**src/rtl/bmac_pkg.sv**
```systemverilog
package bmac_pkg;

    typedef enum logic [1:0] {
        LM_DENSE = 2'b00,
        LM_WIDE  = 2'b01,
        LM_CONV  = 2'b10,
        LM_RSVD  = 2'b11
    } layer_mode_e;

    typedef enum logic {
        GS_IDLE  = 1'b0,
        GS_ACCUM = 1'b1
    } grp_state_e;

endpackage

```
**src/rtl/bmac_unit.sv**
```systemverilog
module bmac_unit #(
    parameter int IN_W  = 8,
    parameter int ACC_W = 32
) (
    input  logic             clk,
    input  logic             rst_n,
    input  logic             en,
    input  logic             load,
    input  logic [IN_W-1:0]  x,
    input  logic [IN_W-1:0]  w,
    output logic [ACC_W-1:0] sum_nxt
);
    localparam int PW = 2 * IN_W;

    logic signed [PW-1:0] prod;
    logic [ACC_W-1:0]     prod_ext;
    logic [ACC_W-1:0]     acc_q;

    always_comb begin
        prod     = $signed(x) * $signed(w);
        prod_ext = {{(ACC_W-PW){prod[PW-1]}}, prod};
        sum_nxt  = load ? prod_ext : (acc_q + prod_ext);
    end

    always_ff @(posedge clk or negedge rst_n) begin
        if (!rst_n) begin
            acc_q <= '0;
        end else if (en) begin
            acc_q <= sum_nxt;
        end
    end

endmodule

```
**src/rtl/bmac_ctrl.sv**
```systemverilog
module bmac_ctrl
    import bmac_pkg::*;
#(
    parameter int DEPTH_DENSE = 512,
    parameter int DEPTH_WIDE  = 1024,
    parameter int DEPTH_CONV  = 256
) (
    input  logic       clk,
    input  logic       rst_n,
    input  logic       mode_set,
    input  logic [1:0] mode_sel,
    input  logic       beat,
    output logic       first_beat,
    output logic       last_beat,
    output logic [1:0] cur_mode
);
    localparam int MAX_AB = (DEPTH_DENSE > DEPTH_WIDE) ? DEPTH_DENSE : DEPTH_WIDE;
    localparam int MAX_D  = (MAX_AB > DEPTH_CONV) ? MAX_AB : DEPTH_CONV;
    localparam int CNT_W  = $clog2(MAX_D);

    grp_state_e  state_q, state_d;
    layer_mode_e mode_q, pend_mode_q;
    logic        pend_q;
    logic [CNT_W-1:0] cnt_q;
    logic [CNT_W-1:0] depth_m1;
    logic        req_ok;

    assign req_ok = mode_set && (mode_sel != LM_RSVD);

    always_comb begin
        unique case (mode_q)
            LM_WIDE: depth_m1 = CNT_W'(DEPTH_WIDE - 1);
            LM_CONV: depth_m1 = CNT_W'(DEPTH_CONV - 1);
            default: depth_m1 = CNT_W'(DEPTH_DENSE - 1);
        endcase
    end

    // state register
    always_ff @(posedge clk or negedge rst_n) begin
        if (!rst_n) begin
            state_q <= GS_IDLE;
        end else begin
            state_q <= state_d;
        end
    end

    // next state
    always_comb begin
        state_d = state_q;
        unique case (state_q)
            GS_IDLE:  if (beat) state_d = GS_ACCUM;
            GS_ACCUM: if (beat && (cnt_q == depth_m1)) state_d = GS_IDLE;
            default:  state_d = GS_IDLE;
        endcase
    end

    // outputs
    always_comb begin
        first_beat = 1'b0;
        last_beat  = 1'b0;
        unique case (state_q)
            GS_IDLE:  first_beat = beat;
            GS_ACCUM: last_beat  = beat && (cnt_q == depth_m1);
            default:  ;
        endcase
    end

    always_ff @(posedge clk or negedge rst_n) begin
        if (!rst_n) begin
            cnt_q <= '0;
        end else if (first_beat) begin
            cnt_q <= CNT_W'(1);
        end else if (last_beat) begin
            cnt_q <= '0;
        end else if (beat) begin
            cnt_q <= cnt_q + 1'b1;
        end
    end

    always_ff @(posedge clk or negedge rst_n) begin
        if (!rst_n) begin
            mode_q      <= LM_DENSE;
            pend_q      <= 1'b0;
            pend_mode_q <= LM_DENSE;
        end else if (state_q == GS_IDLE) begin
            if (req_ok) begin
                mode_q <= layer_mode_e'(mode_sel);
            end else if (pend_q) begin
                mode_q <= pend_mode_q;
            end
            pend_q <= 1'b0;
        end else if (req_ok) begin
            pend_q      <= 1'b1;
            pend_mode_q <= layer_mode_e'(mode_sel);
        end
    end

    assign cur_mode = mode_q;

endmodule

```
**src/rtl/bmac_array.sv**
```systemverilog
module bmac_array #(
    parameter int N_UNITS     = 8,
    parameter int IN_W        = 8,
    parameter int ACC_W       = 32,
    parameter int DEPTH_DENSE = 512,
    parameter int DEPTH_WIDE  = 1024,
    parameter int DEPTH_CONV  = 256
) (
    input  logic                     clk,
    input  logic                     rst_n,
    input  logic                     mode_set,
    input  logic [1:0]               mode_sel,
    output logic [1:0]               cur_mode,
    input  logic                     in_valid,
    output logic                     in_ready,
    input  logic [IN_W-1:0]          in_sample,
    input  logic [N_UNITS*IN_W-1:0]  in_weights,
    output logic                     res_valid,
    input  logic                     res_ready,
    output logic [N_UNITS*ACC_W-1:0] res_sums
);
    localparam int RES_W = N_UNITS * ACC_W;

    logic             beat, first_beat, last_beat;
    logic             res_valid_q;
    logic [RES_W-1:0] res_q;
    logic [RES_W-1:0] sums_nxt;

    assign in_ready = !res_valid_q || res_ready;
    assign beat     = in_valid && in_ready;

    bmac_ctrl #(
        .DEPTH_DENSE(DEPTH_DENSE),
        .DEPTH_WIDE (DEPTH_WIDE),
        .DEPTH_CONV (DEPTH_CONV)
    ) u_ctrl (
        .clk       (clk),
        .rst_n     (rst_n),
        .mode_set  (mode_set),
        .mode_sel  (mode_sel),
        .beat      (beat),
        .first_beat(first_beat),
        .last_beat (last_beat),
        .cur_mode  (cur_mode)
    );

    for (genvar i = 0; i < N_UNITS; i++) begin : g_unit
        bmac_unit #(
            .IN_W (IN_W),
            .ACC_W(ACC_W)
        ) u_mac (
            .clk    (clk),
            .rst_n  (rst_n),
            .en     (beat),
            .load   (first_beat),
            .x      (in_sample),
            .w      (in_weights[i*IN_W +: IN_W]),
            .sum_nxt(sums_nxt[i*ACC_W +: ACC_W])
        );
    end

    always_ff @(posedge clk or negedge rst_n) begin
        if (!rst_n) begin
            res_valid_q <= 1'b0;
            res_q       <= '0;
        end else begin
            if (last_beat) begin
                res_valid_q <= 1'b1;
                res_q       <= sums_nxt;
            end else if (res_ready) begin
                res_valid_q <= 1'b0;
            end
        end
    end

    assign res_valid = res_valid_q;
    assign res_sums  = res_q;

endmodule

```
**config.mk**
```make
export PLATFORM = sky130hd
export DESIGN_NAME = bmac_array
export DESIGN_NICKNAME = d
export VERILOG_FILES = /design/src/rtl/bmac_pkg.sv /design/src/rtl/bmac_unit.sv /design/src/rtl/bmac_ctrl.sv /design/src/rtl/bmac_array.sv
export SDC_FILE = /design/constraint.sdc
export NUM_CORES = 2
export LEC_CHECK = 0
export ABC_CLOCK_PERIOD_IN_PS = 4000
export BUFFER_PORTS_ARGS = -buffer_cell sky130_fd_sc_hd__buf_2
export CORE_ASPECT_RATIO = 0.7
export CORE_MARGIN = 1.5
export CORE_UTILIZATION = 37
export DETAILED_ROUTE_END_ITERATION = 6
export GPL_TIMING_DRIVEN = 0
export PLACE_DENSITY = 0.6
export SLEW_MARGIN = 30
export SYNTH_ARGS = -nofsm -noshare
export SYNTH_HDL_FRONTEND = slang
export SYNTH_HIERARCHICAL = 1
export SYNTH_SLANG_ARGS = --single-unit
```
**constraint.sdc**
```tcl
create_clock -name clk -period 4 [get_ports clk]
set_input_delay 0.8 -clock clk [delete_from_list [all_inputs] [get_ports clk]]
set_output_delay 0.8 -clock clk [all_outputs]
set_load 0.01 [all_outputs]
```
# Word-level counts from Yosys, hierarchy flattened
# Cells that the tools add are included.
# totals
register_bits	529
latchBits	0
mem_bits_rw	0
mem_bits_ro	0
inputBits	79
out_inout_bits	260
wordCells	71
n_memories	0
# classes
add_sub_neg	9
n_mul	8
div_mod_pow	0
n_lt_le_gt_ge	0
eq_ne	5
shift	0
mux	23
bitwise	1
n_reduce_logical	10
# ops
operator	count
adder 32 bit	8
two-way mux 32 bit	8
multiplier 8 x 8 -> 16 bit	8
two-way mux 10 bit	3
one-hot mux 10 bit (2 select lines)	1
adder 10 x 1 -> 10 bit, second input constant	1
== test 10 bit	1
two-way mux 1 bit	8
two-way mux 2 bit	2
!= test 2 bit, second input constant	2
AND reduction 2 bit	2
nonzero test 2 bit	2
logical AND 1 bit	3
nonzero test 3 bit	1
== test 2 x 1 -> 1 bit, second input constant	1
== test 2 bit, second input constant	1
one-hot mux 1 bit (2 select lines)	1
logical NOT 1 bit	1
logical OR 1 bit	1
NOT 1 bit	1

# Logic depth before layout (Yosys ltp)
# depth
ltp_word	7
depth_mapped	29
mapped_depth_nobuf	28

# Cells and area by module
# Netlist, hierarchy kept.
# by_module_without_submodules
mod	instances	cells_per_inst	area_per_inst_um2
bmac_unit at g_unit[0].u_mac ...	3	678	5741.8
bmac_unit at g_unit[5].u_mac ...	2	668	5763.0
bmac_array	1	545	10556.4
bmac_unit at g_unit[7].u_mac	1	701	5839.4
bmac_unit at g_unit[3].u_mac	1	666	5753.0
bmac_unit at g_unit[4].u_mac	1	642	5589.1
bmac_ctrl	1	90	853.3

# Least setup slack after synthesis
# No wires, ideal clock.
# synth_timing
path_kind	input to register
startpoint	input port in_weights[58]
endpoint	register res_q[255], in the netlist res_sums[255]
setup_time_ns	0.125
arrival_ns	7.436
setup_slack_ns	-3.561
stages	26
path_cell_list	and2_1 fa_1 inv_1 fa_1 inv_1 fa_1 inv_1 fa_1 inv_1 ha_1 o21ai_0 o21bai_1 a31o_2 a31oi_1 mux2_2 nor2_1 ha_1 clkbuf_1 a21o_1 a311oi_1 nand2_1 a2111oi_2 o31ai_2 mux2i_1 xnor2_1 mux2_2
# synth_via
elab_chain_cells	3
# synth_lines
item	line_no	text
from (decl)	bmac_array.sv:17	input logic [N_UNITS*IN_W-1:0] in_weights,
multiplier 8 x 8 -> 16 bit (*)	bmac_unit.sv:20	prod = $signed(x) * $signed(w);
adder 32 bit	bmac_unit.sv:22	sum_nxt = load ? prod_ext : (acc_q + prod_ext);
two-way mux 32 bit (*)	bmac_unit.sv:22	
net sums_nxt[255]	bmac_array.sv:27	logic [RES_W-1:0] sums_nxt;
to (signal assigned)	bmac_array.sv:69	res_q <= sums_nxt;
to (decl)	bmac_array.sv:26	logic [RES_W-1:0] res_q;
# Mark *: on every way through the listed nets, which the timed path passes. The rest lies on a longest branch.
# A chain may end at the register's enable or synchronous reset.

# Worst setup path after layout
# layout_timing
startpoint	input port in_sample[4]
endpoint	register res_q[94], in the netlist res_sums[94]
# layout_via
elab_chain_cells	3
# layout_lines
item	line_no	text
from (decl)	bmac_array.sv:16	input logic [IN_W-1:0] in_sample,
multiplier 8 x 8 -> 16 bit (*)	bmac_unit.sv:20	
adder 32 bit	bmac_unit.sv:22	
two-way mux 32 bit (*)	bmac_unit.sv:22	
net sums_nxt[94]	bmac_array.sv:27	
# Marked as above.

==> impl_metrics.json <==
{
  "outcome": "finished, violations left",
  "violations": "negative setup slack",
  "yosysSeqAreaShare_pct": 23.09,
  "dp_hpwl_um": 125400,
  "worst_slew_pin_slew_ns": 0.9348,
  "root_buffer": "clkbuf_16",
  "maxCapViolCount": 0,
  "setup_viol": 430,
  "end_kind": "register",
  "worst-path-max-fanout": 7,
  "nets": 7765,
  "crit_path_frequent_cell": "fa_1",
  "synth_ff_type": "dfrtp_1",
  "instances_no_fill": 8892,
  "antenna_left": 0,
  "grt_max_degree": 81,
  "syn-num-nets": 7022,
  "ys_ff_latch": 529,
  "cp.arrival_ns": 7.52,
  "grt_usage_pct": 22.64,
  "final_area_mm2": 0.07396,
  "die_width_um": 473.5,
  "rsz0062_at_grt": "yes",
  "critPathKind": "primary input to register",
  "viasPerCell": 5.281,
  "critical_path.top_delay_family": "adder cells",
  "max-clock-path-buffers": 3,
  "fmax_mhz": 144.0,
  "ys_warn_count": 6,
  "drt-total-wl_um": 183600,
  "path_clk_slew_ns": 0.06,
  "grt_pass1_wl_um": 279500,
  "cts_tree": "done",
  "placed_area_mm2": 0.06489,
  "dieArea_mm2": 0.1574,
  "drcViolationCount": 0,
  "htree_levels": 3,
  "drive_above_1_share_pct": 33.36,
  "min_period_ns": 6.947,
  "finClkSkew_ns": 0.03693,
  "worst_slack_ns": -2.947,
  "place_inst": 8444,
  "coreArea_mm2": 0.1534,
  "synth_edf_count": 0,
  "max_slew_margin_pct": 37.68,
  "gp_congestion": 0.9125,
  "port_buffers": 338,
  "drtPass1Iterations": 6,
  "drt_iter0_markers": 3646,
  "hold_viol": 0,
  "whs_ns": 0.09669,
  "grt_pass1_vias": 46550,
  "fin_crit_sh_pct": 173.7,
  "grt_overflow": 0,
  "ys_types": 110,
  "syn_area_mm2": 0.05734,
  "cts.sinks": 529,
  "critical_path.slowest_cell": "fa_1",
  "async_flop_share_pct": 100.0,
  "die_h_um": 332.4,
  "wire_per_inst_um": 20.65,
  "worstHoldPathType": "primary input to async pin",
  "syn_inst": 6014,
  "slew_violations": 0,
  "vias": 46960,
  "antenna_found_initial": 30,
  "synth_area_per_cell_um2": 9.535,
  "max_stage_delay_ns": 0.52,
  "clkLatencyLatePin_ns": 0.70,
  "area_delta_synth_final_pct": 28.97,
  "io-pin-count": 339,
  "fp-row-count": 120,
  "cts_made_buffers": 66,
  "start_kind": "primary input",
  "cp.buffers_inverters": 8,
  "required_ns": 4.57,
  "initial_core_util_pct": 37.37
}
==> worst reg2reg max path, cell delays in order (launching register included) <==
cell and delay, ns:
dfrtp_1 0.37, nand2b_1 0.11, and2_4 0.53, buf_4 0.29, nand2_1 0.15, inv_4 0.30
buf_12 0.26, clkbuf_1 0.57, inv_1 0.40, clkbuf_1 0.48, nand4_1 0.19, o21ai_0 0.17
nor4_4 0.36, mux2_4 0.22
==> metal layers <==
layer / global-route usage (%) / part of all wire, % / wire length, um
met5: 0 / 0.021 / 38
met4: 4.659 / 1.9 / 3469
met3: 3.514 / 5.4 / 10000
met2: 33.56 / 43 / 79360
met1: 34.43 / 49 / 90750
==> timing repair <==
item | CTS | global route
buffers inserted | 199 | 122
cloned | 28 | 3
hold buffers | 0 | 0
resized for setup | 361 | 340
endpoints found under the setup margin | 433 | 434
hold endpoints to repair | 0 | 0
pin swaps | 221 | 276
==> placed cells by master, fill, tap and decap left out, types with 65 or more instances in the layout <==
cell type  Yosys  layout
and2_1       362     298
inv_2          5      68
inv_1        765     697
a21o_1       135     134
dfrtp_1      529     529
nor2b_1       85      77
nor2_1       347     315
xor2_1       104      99
ha_1         481     289
ha_4           0     162
buf_4          5     231
fa_1         448     425
buf_2         32     352
o21ai_0      189      76
clkbuf_1     110      83
mux2_4       235     272
a31oi_1      109      85
o21ai_1       79     139
nand3_1       89      71
and2_4         1      65
a21oi_2       17     106
nand2_1      465     422
buf_6         16      77
mux2_2       232     195
xnor2_1      228     200
clkbuf_16      0      70
a21oi_1      270     151
==> cell usage after synthesis (all sizes together) (27+ instances only) <==
master,n,share of area [%]
ha,481,10
a21oi,288,2.6
nor2,352,2.3
mux2i,33,0.58
nor3,47,0.45
buf,74,1.0
o21bai,39,0.51
fa,448,16
nor2b,85,0.93
and3,33,0.36
inv,770,5.0
nand4,63,0.69
o21a,47,0.62
clkbuf,111,0.73
nand3,91,0.81
xnor2,231,3.6
o21ai,277,2.5
nand2,467,3.1
o211ai,27,0.39
dfrtp,529,23
and2,364,4.0
a31oi,112,1.3
nand2b,38,0.41
xor2,104,1.6
a21o,137,1.8
mux2,467,11
==> area by class of cell <==
type / count / area, um^2
timing repair buffer: 696 / 6056
multi-input combinational: 4530 / 45540
fill: 14220 / 79490
antenna: 8 / 20.02
clock inverter: 37 / 639.4
clock buffer: 84 / 1809
sequential: 529 / 13240
buffer: 163 / 1149
tap: 2074 / 2595
inverter: 771 / 2907
==> flip-flops by register name, summed over array words and instances, names as in the netlist <==
signal / flops
u_ctrl/cnt_q: 10
g_unit.u_mac/acc_q: 256
u_ctrl/state_q: 1
u_ctrl/pend_mode_q: 2
u_ctrl/pend_q: 1
res_sums: 256
u_ctrl/cur_mode: 2
res_valid: 1
==> cells by family after synthesis <==
kind of cell / synth area share (%)
adders and majority gates: 26.14
xor gates and xnor gates: 5.156
buffers and inverters: 6.816
muxes: 11.29
AOI/OAI and AO/OA: 13.45
and+or+nand+nor: 14.07
DFF: 23.09
==> final timing paths <==
kind	from	endpoint	slack, ns	cells after the start
max	in_sample[4]	res_sums[94]	-2.95	29
min	rst_n	res_sums[49]	0.1	2
max reg2reg	res_valid	res_sums[31]	-0.45	13
min reg2reg	res_sums[247]	res_sums[247]	0.50	1
max in group asynchronous	rst_n	g_unit[0].u_mac/acc_q[20]	2.24	5
min in group clk	mode_sel[0]	u_ctrl/pend_mode_q[0]	0.39	3
==> stage by stage <==
step                      setup TNS, ns  utilization, %  worst slack (ns)
final                           -868.75           48.20            -2.947
after global routing            -939.46           48.20            -3.082
after CTS                       -793.91           46.57            -2.810
after detailed placement       -1315.60           42.29            -4.556
after global placement         -7045.91           41.98            -10.03
after floorplan                 -764.32               -            -2.786
Power is left out: the tool's default activity adds up to more than one toggle a clock period on the data nets, which glitch-free logic cannot reach.
